$ cat src/rtl/regacc_pkg.sv
package regacc_pkg;

  typedef enum logic [2:0] {
    ST_IDLE = 3'd0,
    ST_REQ  = 3'd2,
    ST_WAIT = 3'd4,
    ST_VCLR = 3'd6
  } chan_state_e;

  localparam logic [1:0] SEL_CMD  = 2'd0;
  localparam logic [1:0] SEL_VCLR = 2'd1;
  localparam logic [1:0] SEL_CTRL = 2'd2;

  localparam int CTL_EN_BIT     = 0;
  localparam int CTL_INIT_BIT   = 1;
  localparam int CTL_ERRCLR_BIT = 2;

endpackage

$ cat src/rtl/regacc_ctrl.sv
module regacc_ctrl
  import regacc_pkg::*;
(
  input  logic       clk,
  input  logic       rst_n,
  input  logic       sw_we,
  input  logic [1:0] sw_sel,
  input  logic [2:0] ctl_bits,
  input  logic       idle,
  output logic       init_done,
  output logic       err_flag,
  output logic       cmd_fire,
  output logic       vclr_fire
);

  logic chan_en;
  logic cmd_hit;
  logic ctl_hit;

  assign cmd_hit   = sw_we && (sw_sel == SEL_CMD);
  assign ctl_hit   = sw_we && (sw_sel == SEL_CTRL);
  assign cmd_fire  = cmd_hit && chan_en && idle;
  assign vclr_fire = sw_we && (sw_sel == SEL_VCLR) && ctl_bits[0];

  always_ff @(posedge clk) begin
    if (!rst_n) begin
      chan_en   <= 1'b0;
      init_done <= 1'b0;
      err_flag  <= 1'b0;
    end else begin
      if (ctl_hit) begin
        chan_en   <= ctl_bits[CTL_EN_BIT];
        init_done <= ctl_bits[CTL_INIT_BIT];
      end
      if (cmd_hit && chan_en && !idle) begin
        err_flag <= 1'b1;
      end else if (ctl_hit && ctl_bits[CTL_ERRCLR_BIT]) begin
        err_flag <= 1'b0;
      end
    end
  end

  // error flag only falls on an explicit clear
  p_err_sticky_r8: assert property (@(posedge clk) disable iff (!rst_n)
    (err_flag && !(ctl_hit && ctl_bits[CTL_ERRCLR_BIT])) |=> err_flag);

  // nothing is accepted on a cycle after the channel was turned off
  p_off_no_fire_r10: assert property (@(posedge clk) disable iff (!rst_n)
    (ctl_hit && !ctl_bits[CTL_EN_BIT]) |=> !cmd_fire);

endmodule

$ cat src/rtl/regacc_fsm.sv
module regacc_fsm
  import regacc_pkg::*;
#(
  parameter int DATA_W = 16,
  parameter int CMD_W  = 32,
  localparam int ADDR_W = CMD_W - 1 - DATA_W
) (
  input  logic              clk,
  input  logic              rst_n,
  input  logic              cmd_fire,
  input  logic [CMD_W-1:0]  cmd_word,
  input  logic              vclr_fire,
  output logic              dn_valid,
  input  logic              dn_ready,
  output logic              dn_wr,
  output logic [ADDR_W-1:0] dn_addr,
  output logic [DATA_W-1:0] dn_wdata,
  input  logic              rsp_valid,
  input  logic [DATA_W-1:0] rsp_data,
  output chan_state_e       state,
  output logic [DATA_W-1:0] rdata,
  output logic              req_pend,
  output logic              sync_idle
);

  chan_state_e       state_q;
  logic              wr_q;
  logic [ADDR_W-1:0] addr_q;
  logic [DATA_W-1:0] wdata_q;
  logic [DATA_W-1:0] rdata_q;
  logic              pend_q;
  logic              sync_q;

  always_ff @(posedge clk) begin
    if (!rst_n) begin
      state_q <= ST_IDLE;
      wr_q    <= 1'b0;
      addr_q  <= '0;
      wdata_q <= '0;
      rdata_q <= '0;
      pend_q  <= 1'b0;
      sync_q  <= 1'b1;
    end else begin
      case (state_q)
        ST_IDLE: begin
          if (cmd_fire) begin
            wr_q    <= cmd_word[CMD_W-1];
            addr_q  <= cmd_word[CMD_W-2:DATA_W];
            wdata_q <= cmd_word[DATA_W-1:0];
            pend_q  <= 1'b1;
            sync_q  <= 1'b0;
            state_q <= ST_REQ;
          end
        end
        ST_REQ: begin
          if (dn_ready) begin
            pend_q  <= 1'b0;
            state_q <= ST_WAIT;
          end
        end
        ST_WAIT: begin
          if (rsp_valid) begin
            sync_q <= 1'b1;
            if (wr_q) begin
              state_q <= ST_IDLE;
            end else begin
              rdata_q <= rsp_data;
              state_q <= ST_VCLR;
            end
          end
        end
        ST_VCLR: begin
          if (vclr_fire) state_q <= ST_IDLE;
        end
        default: state_q <= ST_IDLE;
      endcase
    end
  end

  assign dn_valid  = (state_q == ST_REQ);
  assign dn_wr     = wr_q;
  assign dn_addr   = addr_q;
  assign dn_wdata  = wdata_q;
  assign state     = state_q;
  assign rdata     = rdata_q;
  assign req_pend  = pend_q;
  assign sync_idle = sync_q;

  // only the four defined codes appear
  p_code_legal_r3: assert property (@(posedge clk) disable iff (!rst_n)
    (state_q == ST_IDLE) || (state_q == ST_REQ) ||
    (state_q == ST_WAIT) || (state_q == ST_VCLR));

  // a new transaction starts only out of IDLE
  p_req_from_idle_r4: assert property (@(posedge clk) disable iff (!rst_n)
    (state_q == ST_REQ && $past(state_q) != ST_REQ) |-> $past(state_q) == ST_IDLE);

  // a write never parks waiting for the clear
  p_write_skips_vclr_r6: assert property (@(posedge clk) disable iff (!rst_n)
    (state_q == ST_VCLR && $past(state_q) != ST_VCLR) |-> !wr_q);

  // parked read holds state and data until cleared
  p_vclr_hold_r5: assert property (@(posedge clk) disable iff (!rst_n)
    (state_q == ST_VCLR && !vclr_fire) |=> (state_q == ST_VCLR) && $stable(rdata_q));

  // link reported busy through the whole transaction
  p_sync_low_r7: assert property (@(posedge clk) disable iff (!rst_n)
    (state_q == ST_REQ || state_q == ST_WAIT) |-> !sync_q);

  // request fields stay put while not yet taken
  p_req_stable_r1: assert property (@(posedge clk) disable iff (!rst_n)
    (dn_valid && !dn_ready) |=> dn_valid && $stable(dn_addr) && $stable(dn_wdata));

endmodule

$ cat src/rtl/regacc_remote.sv
module regacc_remote #(
  parameter int DATA_W  = 16,
  parameter int ADDR_W  = 15,
  parameter int REM_AW  = 5,
  parameter int LATENCY = 3,
  localparam int DEPTH  = 1 << REM_AW,
  localparam int CW     = $clog2(LATENCY + 1)
) (
  input  logic              clk,
  input  logic              rst_n,
  input  logic              dn_valid,
  output logic              dn_ready,
  input  logic              dn_wr,
  input  logic [ADDR_W-1:0] dn_addr,
  input  logic [DATA_W-1:0] dn_wdata,
  output logic              rsp_valid,
  output logic [DATA_W-1:0] rsp_data
);

  logic [DATA_W-1:0] mem [DEPTH];
  logic              busy_q;
  logic [CW-1:0]     cnt_q;
  logic              wr_q;
  logic [ADDR_W-1:0] addr_q;
  logic [DATA_W-1:0] wdata_q;
  logic              in_range;
  logic [REM_AW-1:0] idx;

  assign idx = addr_q[REM_AW-1:0];

  generate
    if (ADDR_W > REM_AW) begin : g_upper_decode
      assign in_range = (addr_q[ADDR_W-1:REM_AW] == '0);
    end else begin : g_full_decode
      assign in_range = 1'b1;
    end
  endgenerate

  assign dn_ready  = !busy_q;
  assign rsp_valid = busy_q && (cnt_q == '0);
  assign rsp_data  = in_range ? mem[idx] : '0;

  always_ff @(posedge clk) begin
    if (!rst_n) begin
      busy_q  <= 1'b0;
      cnt_q   <= '0;
      wr_q    <= 1'b0;
      addr_q  <= '0;
      wdata_q <= '0;
      for (int i = 0; i < DEPTH; i++) mem[i] <= '0;
    end else if (dn_valid && dn_ready) begin
      busy_q  <= 1'b1;
      cnt_q   <= CW'(LATENCY - 1);
      wr_q    <= dn_wr;
      addr_q  <= dn_addr;
      wdata_q <= dn_wdata;
    end else if (busy_q) begin
      if (cnt_q == '0) begin
        busy_q <= 1'b0;
        if (wr_q && in_range) mem[idx] <= wdata_q;
      end else begin
        cnt_q <= cnt_q - 1'b1;
      end
    end
  end

  // latency counter never exceeds its programmed start
  p_cnt_bound_r11: assert property (@(posedge clk) disable iff (!rst_n)
    busy_q |-> (cnt_q <= CW'(LATENCY - 1)));

endmodule

$ cat src/rtl/regacc_channel.sv
module regacc_channel
  import regacc_pkg::*;
#(
  parameter int DATA_W  = 16,
  parameter int CMD_W   = 32,
  parameter int REM_AW  = 5,
  parameter int LATENCY = 3,
  localparam int ADDR_W = CMD_W - 1 - DATA_W
) (
  input  logic             clk,
  input  logic             rst_n,
  input  logic             sw_we,
  input  logic [1:0]       sw_sel,
  input  logic [CMD_W-1:0] sw_wdata,
  output logic [CMD_W-1:0] status,
  output logic             err_flag
);

  chan_state_e       state;
  logic              idle;
  logic              init_done;
  logic              cmd_fire;
  logic              vclr_fire;
  logic              dn_valid;
  logic              dn_ready;
  logic              dn_wr;
  logic [ADDR_W-1:0] dn_addr;
  logic [DATA_W-1:0] dn_wdata;
  logic              rsp_valid;
  logic [DATA_W-1:0] rsp_data;
  logic [DATA_W-1:0] rdata;
  logic              req_pend;
  logic              sync_idle;

  assign idle = (state == ST_IDLE);

  regacc_ctrl u_ctrl (
    .clk       (clk),
    .rst_n     (rst_n),
    .sw_we     (sw_we),
    .sw_sel    (sw_sel),
    .ctl_bits  (sw_wdata[2:0]),
    .idle      (idle),
    .init_done (init_done),
    .err_flag  (err_flag),
    .cmd_fire  (cmd_fire),
    .vclr_fire (vclr_fire)
  );

  regacc_fsm #(.DATA_W(DATA_W), .CMD_W(CMD_W)) u_fsm (
    .clk       (clk),
    .rst_n     (rst_n),
    .cmd_fire  (cmd_fire),
    .cmd_word  (sw_wdata),
    .vclr_fire (vclr_fire),
    .dn_valid  (dn_valid),
    .dn_ready  (dn_ready),
    .dn_wr     (dn_wr),
    .dn_addr   (dn_addr),
    .dn_wdata  (dn_wdata),
    .rsp_valid (rsp_valid),
    .rsp_data  (rsp_data),
    .state     (state),
    .rdata     (rdata),
    .req_pend  (req_pend),
    .sync_idle (sync_idle)
  );

  regacc_remote #(
    .DATA_W (DATA_W),
    .ADDR_W (ADDR_W),
    .REM_AW (REM_AW),
    .LATENCY(LATENCY)
  ) u_remote (
    .clk       (clk),
    .rst_n     (rst_n),
    .dn_valid  (dn_valid),
    .dn_ready  (dn_ready),
    .dn_wr     (dn_wr),
    .dn_addr   (dn_addr),
    .dn_wdata  (dn_wdata),
    .rsp_valid (rsp_valid),
    .rsp_data  (rsp_data)
  );

  always_comb begin
    status                     = '0;
    status[DATA_W-1:0]         = rdata;
    status[DATA_W+2:DATA_W]    = state;
    status[DATA_W+3]           = req_pend;
    status[DATA_W+4]           = sync_idle;
    status[DATA_W+5]           = init_done;
  end

  // pending flag and REQ state coincide at the pins
  p_pend_is_req_r7: assert property (@(posedge clk) disable iff (!rst_n)
    req_pend |-> (state == ST_REQ));

endmodule

$ cat config.mk
export PLATFORM = sky130hd
export DESIGN_NAME = regacc_channel
export DESIGN_NICKNAME = d
export VERILOG_FILES = /design/src/rtl/regacc_pkg.sv /design/src/rtl/regacc_ctrl.sv /design/src/rtl/regacc_fsm.sv /design/src/rtl/regacc_remote.sv /design/src/rtl/regacc_channel.sv
export SDC_FILE = /design/constraint.sdc
export NUM_CORES = 1
export LEC_CHECK = 0
export CORE_ASPECT_RATIO = 1.25
export CORE_UTILIZATION = 40
export CTS_CLUSTER_SIZE = 25
export DETAILED_ROUTE_END_ITERATION = 10
export GPL_TIMING_DRIVEN = 0
export PLACE_DENSITY_LB_ADDON = 0.2
export SLEW_MARGIN = 20
export SYNTH_ARGS = -nofsm -noshare
export SYNTH_HDL_FRONTEND = slang
export SYNTH_SLANG_ARGS = --single-unit
export TNS_END_PERCENT = 10
$ cat constraint.sdc
create_clock -name clk -period 4.27 [get_ports clk]
set_clock_uncertainty 0.05 [all_clocks]
set_input_delay 0.854 -clock clk [delete_from_list [all_inputs] [get_ports clk]]
set_output_delay 0.854 -clock clk [all_outputs]
set_load 0.01 [all_outputs]
---- Word level (Yosys, flattened, before mapping) ----
Memory sizes are Yosys's and may differ from the RTL's. A register that Yosys moved wholly into a read port is not among the register bits.
Cells that the tools add are included.
operators by class
  equal/unequal tests ..................... 10
  reduce and logical (&&, ||, !) cells .... 30
  multiplexer cells ....................... 33
  bitwise operators ....................... 3
  $add $sub $neg .......................... 1
operator list
  kind                  count
  $mux W16              2
  $mux W1               17
  $reduce_or A16 Y1     1
  $mux W3               5
  $mux W5               3
  $pmux W3 S4           1
  $logic_and A1 B1 Y1   11
  $logic_not A10 Y1     1
  $reduce_and A3 Y1     3
  $ne A2 B2 Y1 const B  4
  $reduce_bool A2 Y1    4
  $eq A3 B3 Y1 const B  2
  $mux W2               3
  $reduce_and A2 Y1     3
  $logic_not A2 Y1      2
  $pmux W1 S2           2
  $reduce_and A4 Y1     1
  $eq A3 B2 Y1 const B  1
  $logic_not A3 Y1      1
  $not A1 Y1            3
  $eq A2 B1 Y1 const B  1
  $eq A2 B2 Y1 const B  1
  $logic_not A1 Y1      2
  $ne A2 B1 Y1 const B  1
  other kinds (2)       2
word-level totals
  memories ................................ 1
  logic and storage cells ................. 94
  memory bits (writable) .................. 512
  register bits after elaboration ......... 91
memory list
  name          words  bits a word  rd ports  clocked after Yosys merged registers in  wr ports  RTL line             source
  u_remote.mem  32     16           1         1                                        32        regacc_remote.sv:20  logic [DATA_W-1:0] mem [DEPTH];

---- Logic depth before layout (Yosys ltp) ----
  depth after elaboration ................. 10
  gate-level depth with buffers ........... 8
  mapped depth without buffers ............ 5

---- Hierarchy ----
From an unflattened synthesis, not the netlist that was laid out.
second synthesis, totals
  cell total of the unflattened synthesis .. 2011
  area total of the unflattened synthesis .. 27527.7 µm²
by module, submodules not included
  module          instances  cells an instance  sequential area each (µm²)  area an instance (µm²)
  regacc_remote   1          1740               16175.5                     25298.0
  regacc_fsm      1          240                1041.0                      1956.9
  regacc_ctrl     1          16                 60.1                        161.4
  regacc_channel  1          15                 0.0                         111.4

---- Worst setup path after synthesis ----
OpenSTA, ideal clock, no wires.
  path kind ............................... input-to-reg
  from .................................... in rst_n
  to ...................................... mem u_remote.mem[9][0], enable pin
  cell stages on the path ................. 6
  setup time .............................. 0.411 ns
  arrival time ............................ 2.813 ns
  setup slack ............................. 0.996 ns
  path buffers ............................ 2
  cell sequence ........................... inv_1 > clkbuf_1 > nor3_1 > nand2_2 > buf_2 > o21ai_0
RTL lines
  what         RTL line              source
  from (decl)  regacc_channel.sv:11  input logic rst_n,
  to (decl)    regacc_remote.sv:20

==> run_results.csv <==
group,metric,value,unit
place,dp_cells,2850,
timing,setup_viol,0,
die,die_area,65000,µm²
min_path,hold_path_depth,2,
clock_network,htreeDepth,2,
yosys,ys.flop_type,"edfxtp_1",
timing,setup_ws,0.738,ns
finish,fin_cells,2962,
routing,wl,84.2,mm
timing,tns,0,ns
worst_setup_path,crit_path_start_kind,"input pin",
yosys,synthArstFlopShare,0,%
clock_network,root_buffer,"clkbuf_16",
grt,grt_pass1_vias,16800,
clock_network,clock_latency,0.63,ns
worst_setup_path,critPathCaptureType,"register",
finish,nNetsFinal,2108,
place,place_area,27800,µm²
worst_setup_path,r2r_cells,8,
finish,drive_gt1_share,18.9,%
timing,period_minus_slack,3.53,ns
timing,fmax,283,MHz
min_path,hold-path-endpoint,"u_remote.addr_q[14]",
routing,vias,16800,
finish,final.fill_count,5679,
yosys,synth_top_area_share,60.0,%
worst_setup_path,required,4.56,ns
worst_setup_path,r2r-end,"u_fsm.rdata[4]",
place,pre_cts_slack,-0.0443,ns
timing,relSlewSlack,25.5,%
clock_network,cts_setup_buffers,0,
flow_run,max_cap_viol_count,0,
worst_setup_path,cp.arrival,3.82,ns
timing,worstMarginPinSlew,1.12,ns
die,start_util,40.5,%
clock_network,cts_buffers,59,
clock_network,tritoncts,"yes",
grt,grt_overflow,0,
routing,wl_per_cell,28.4,µm
place,gp_congestion,0.976,
die,core-area,63300,µm²
min_path,holdCritStartpoint,"u_fsm.dn_addr[14]",
routing,via_per_inst,5.69,
grt,grt.total_usage,25.8,%
grt,antenna_found_initial,1,
min_path,hp-class,"reg2reg",
timing,min_period_over_period,82.7,%
power_and_ir_drop,p_leak,9.39,nW
yosys,synth_compound_area_share,3.84,%
yosys,synth_top_area_cell,"edfxtp_1",
routing,ant_nets,0,
routing,remaining_drc_errors,0,
yosys,ys_warn_count,0,
yosys,synth-edff-count,512,
power_and_ir_drop,ir_drop,312,µV
place,io_buffer_count,58,
clock_network,post_cts_resized,0,
yosys,avgSynthCellArea,13.4,µm²
routing,first_pass_iters,6,
power_and_ir_drop,power.density,414,nW/µm²
place,hpwl,62.1,mm
worst_setup_path,r2r_slack,0.86,ns
finish,fin_util,47.0,%
timing,hold_viol,0,
die,rows,103,
yosys,synth-seq-cells,607,
yosys,synth_fa_ha_area_share,0,%
timing,rsz0062_at_grt,"no",
yosys,muxShareOfSynthArea,13.0,%
yosys,synth-simple-area-share,12.8,%
yosys,ys_top_cells_by_area,"edfxtp_1 (60%), mux4_2 (11%), nor2_1 (7.7%)",
finish,fin_area,29700,µm²
clock_network,cts_sinks,607,
timing,maxSlewViolCount,0,
clock_network,ctsHoldBuffers,0,
grt,grt_pass1_wl,118,mm
clock_network,clockBufferDepth,3,
clock_network,clk_pin_slew,0.06,ns
yosys,synthXorXnorAreaFrac,0,%
grt,grt_max_degree,17,
finish,syn_to_final_growth,16.1,%
yosys,synth_cell_types,44,
yosys,ys_seq_area_share,67.5,%
die,fp.dieH,285,µm
die,die_w,228,µm
yosys,syn_area,25600,µm²
worst_setup_path,critPathMaxFanout,10,
yosys,synth_top_family_by_area,"multiplexers",
worst_setup_path,path_class,"in2reg",
yosys,synth_cells,1912,
die,pin_count,70,
routing,drt-initial-drc-count,1866,
outcome,status,"finished clean",
finish,diodes,0,
## layout make-up
| cell class | count | area, µm² | share of cell area, % |
|---|---|---|---|
| clock buffers | 75 | 1610 | 5.42 |
| well taps | 840 | 1050 | 3.53 |
| flip-flops and latches | 607 | 17300 | 58.1 |
| clock inverters | 37 | 330 | 1.11 |
| multi-input cells | 1158 | 7780 | 26.2 |
| plain buffers | 151 | 713 | 2.40 |
| repair buffers | 88 | 956 | 3.21 |
| inverters | 6 | 22.5 | 0.0757 |
## worst max-delay path by stage
stage / slack [ns] / from / cells past startpoint / to
after global placement: -1.41 / rst_n / 5 / u_remote.mem[22][9]
after global routing: 0.66 / rst_n / 6 / u_remote.mem[22][9]
after CTS: 0.63 / rst_n / 5 / u_remote.mem[28][1]
after floorplan: 1.0 / rst_n / 6 / u_remote.mem[9][0]
after detailed placement: -0.04 / rst_n / 5 / u_remote.mem[28][6]
final: 0.74 / rst_n / 6 / u_remote.mem[22][9]
## where the power goes
part,switching (W),internal [W]
Combinational,0.000236,0.000152
Clock,0.00233,0.00298
Sequential,0.0000486,0.00657
Total,0.00261,0.00969
## Yosys cell counts, types with 5 or more instances
cell type and n:
o21ai_0 33, inv_1 6, nor3b_1 8, dfxtp_1 95, nor2b_1 6, nand2_2 6
buf_4 16, nor3_1 16, mux2i_1 9, nand2_1 219, a21oi_1 76, mux2_2 35
o22ai_1 17, edfxtp_1 512, buf_1 8, a22oi_1 31, clkbuf_1 79, mux4_2 126
nand2b_1 5, nor2_1 522, buf_2 44
## flip-flops by register name, summed over array words and instances, names as in the netlist, named ones only
register / count
u_remote.mem: 512
u_fsm.dn_wdata: 16
u_fsm.rdata: 16
u_remote.wdata_q: 16
u_fsm.dn_addr: 15
u_remote.addr_q: 15
u_fsm.state: 2
u_remote.cnt_q: 2
u_ctrl.chan_en: 1
u_ctrl.err_flag: 1
u_ctrl.init_done: 1
u_fsm.dn_wr: 1
u_fsm.req_pend: 1
u_fsm.sync_idle: 1
u_remote.busy_q: 1
u_remote.wr_q: 1
## worst max-delay path: stages
cell	delay, ns
clkdlybuf4s50_1	0.56
buf_1	0.85
nand4_2	0.49
buf_4	0.35
o21ai_2	0.47
buf_8	0.23
## placed cells by master (no fill, tap or decap), types with 6 or more instances in the layout
| cell | synthesis | final |
|---|---|---|
| edfxtp_1 | 512 | 512 |
| buf_1 | 8 | 7 |
| nor2_1 | 522 | 522 |
| buf_4 | 16 | 16 |
| nor2b_1 | 6 | 6 |
| mux4_2 | 126 | 126 |
| nand2_1 | 219 | 219 |
| buf_8 | 0 | 10 |
| nor3b_1 | 8 | 8 |
| buf_2 | 44 | 44 |
| conb_1 | 1 | 11 |
| clkdlybuf4s50_1 | 0 | 58 |
| mux2_2 | 35 | 35 |
| mux2i_1 | 9 | 9 |
| clkbuf_1 | 79 | 91 |
| clkbuf_16 | 0 | 62 |
| a22oi_1 | 31 | 31 |
| o21ai_2 | 0 | 30 |
| buf_6 | 4 | 24 |
| clkinv_1 | 0 | 8 |
| inv_1 | 6 | 6 |
| a21oi_1 | 76 | 76 |
| nor3_1 | 16 | 16 |
| o22ai_1 | 17 | 17 |
| dfxtp_1 | 95 | 95 |
| clkinv_2 | 0 | 17 |
| nand2_2 | 6 | 6 |
## metrics by stage
step / power [W] / hold WS (ns)
5_1_grt: 0.0126 / 0.419
3_3_place_gp: 0.00708 / 0.393
3_5_place_dp: 0.00713 / 0.393
2_1_floorplan: 0.00691 / 0.382
4_1_cts: 0.0124 / 0.402
6_report: 0.0123 / 0.402
## cell families after synthesis
| family | after synthesis |
|---|---|
| compound gates | 171 |
| flops | 607 |
| mux | 170 |
| buf+inv | 157 |
| simple gates | 806 |
| other cells | 1 |
## per-layer routing
metal,vias to the layer above,global-route usage [%],routed length (µm),part of all wire (%)
met2,874,42.9,40700,48
li1,7234,-,-,-
met5,-,0,0,0
met3,195,3.87,6100,7.2
met4,0,15.7,5750,6.8
met1,8544,32.0,31600,38
No activity file was read; power rests on OpenSTA's default activity.
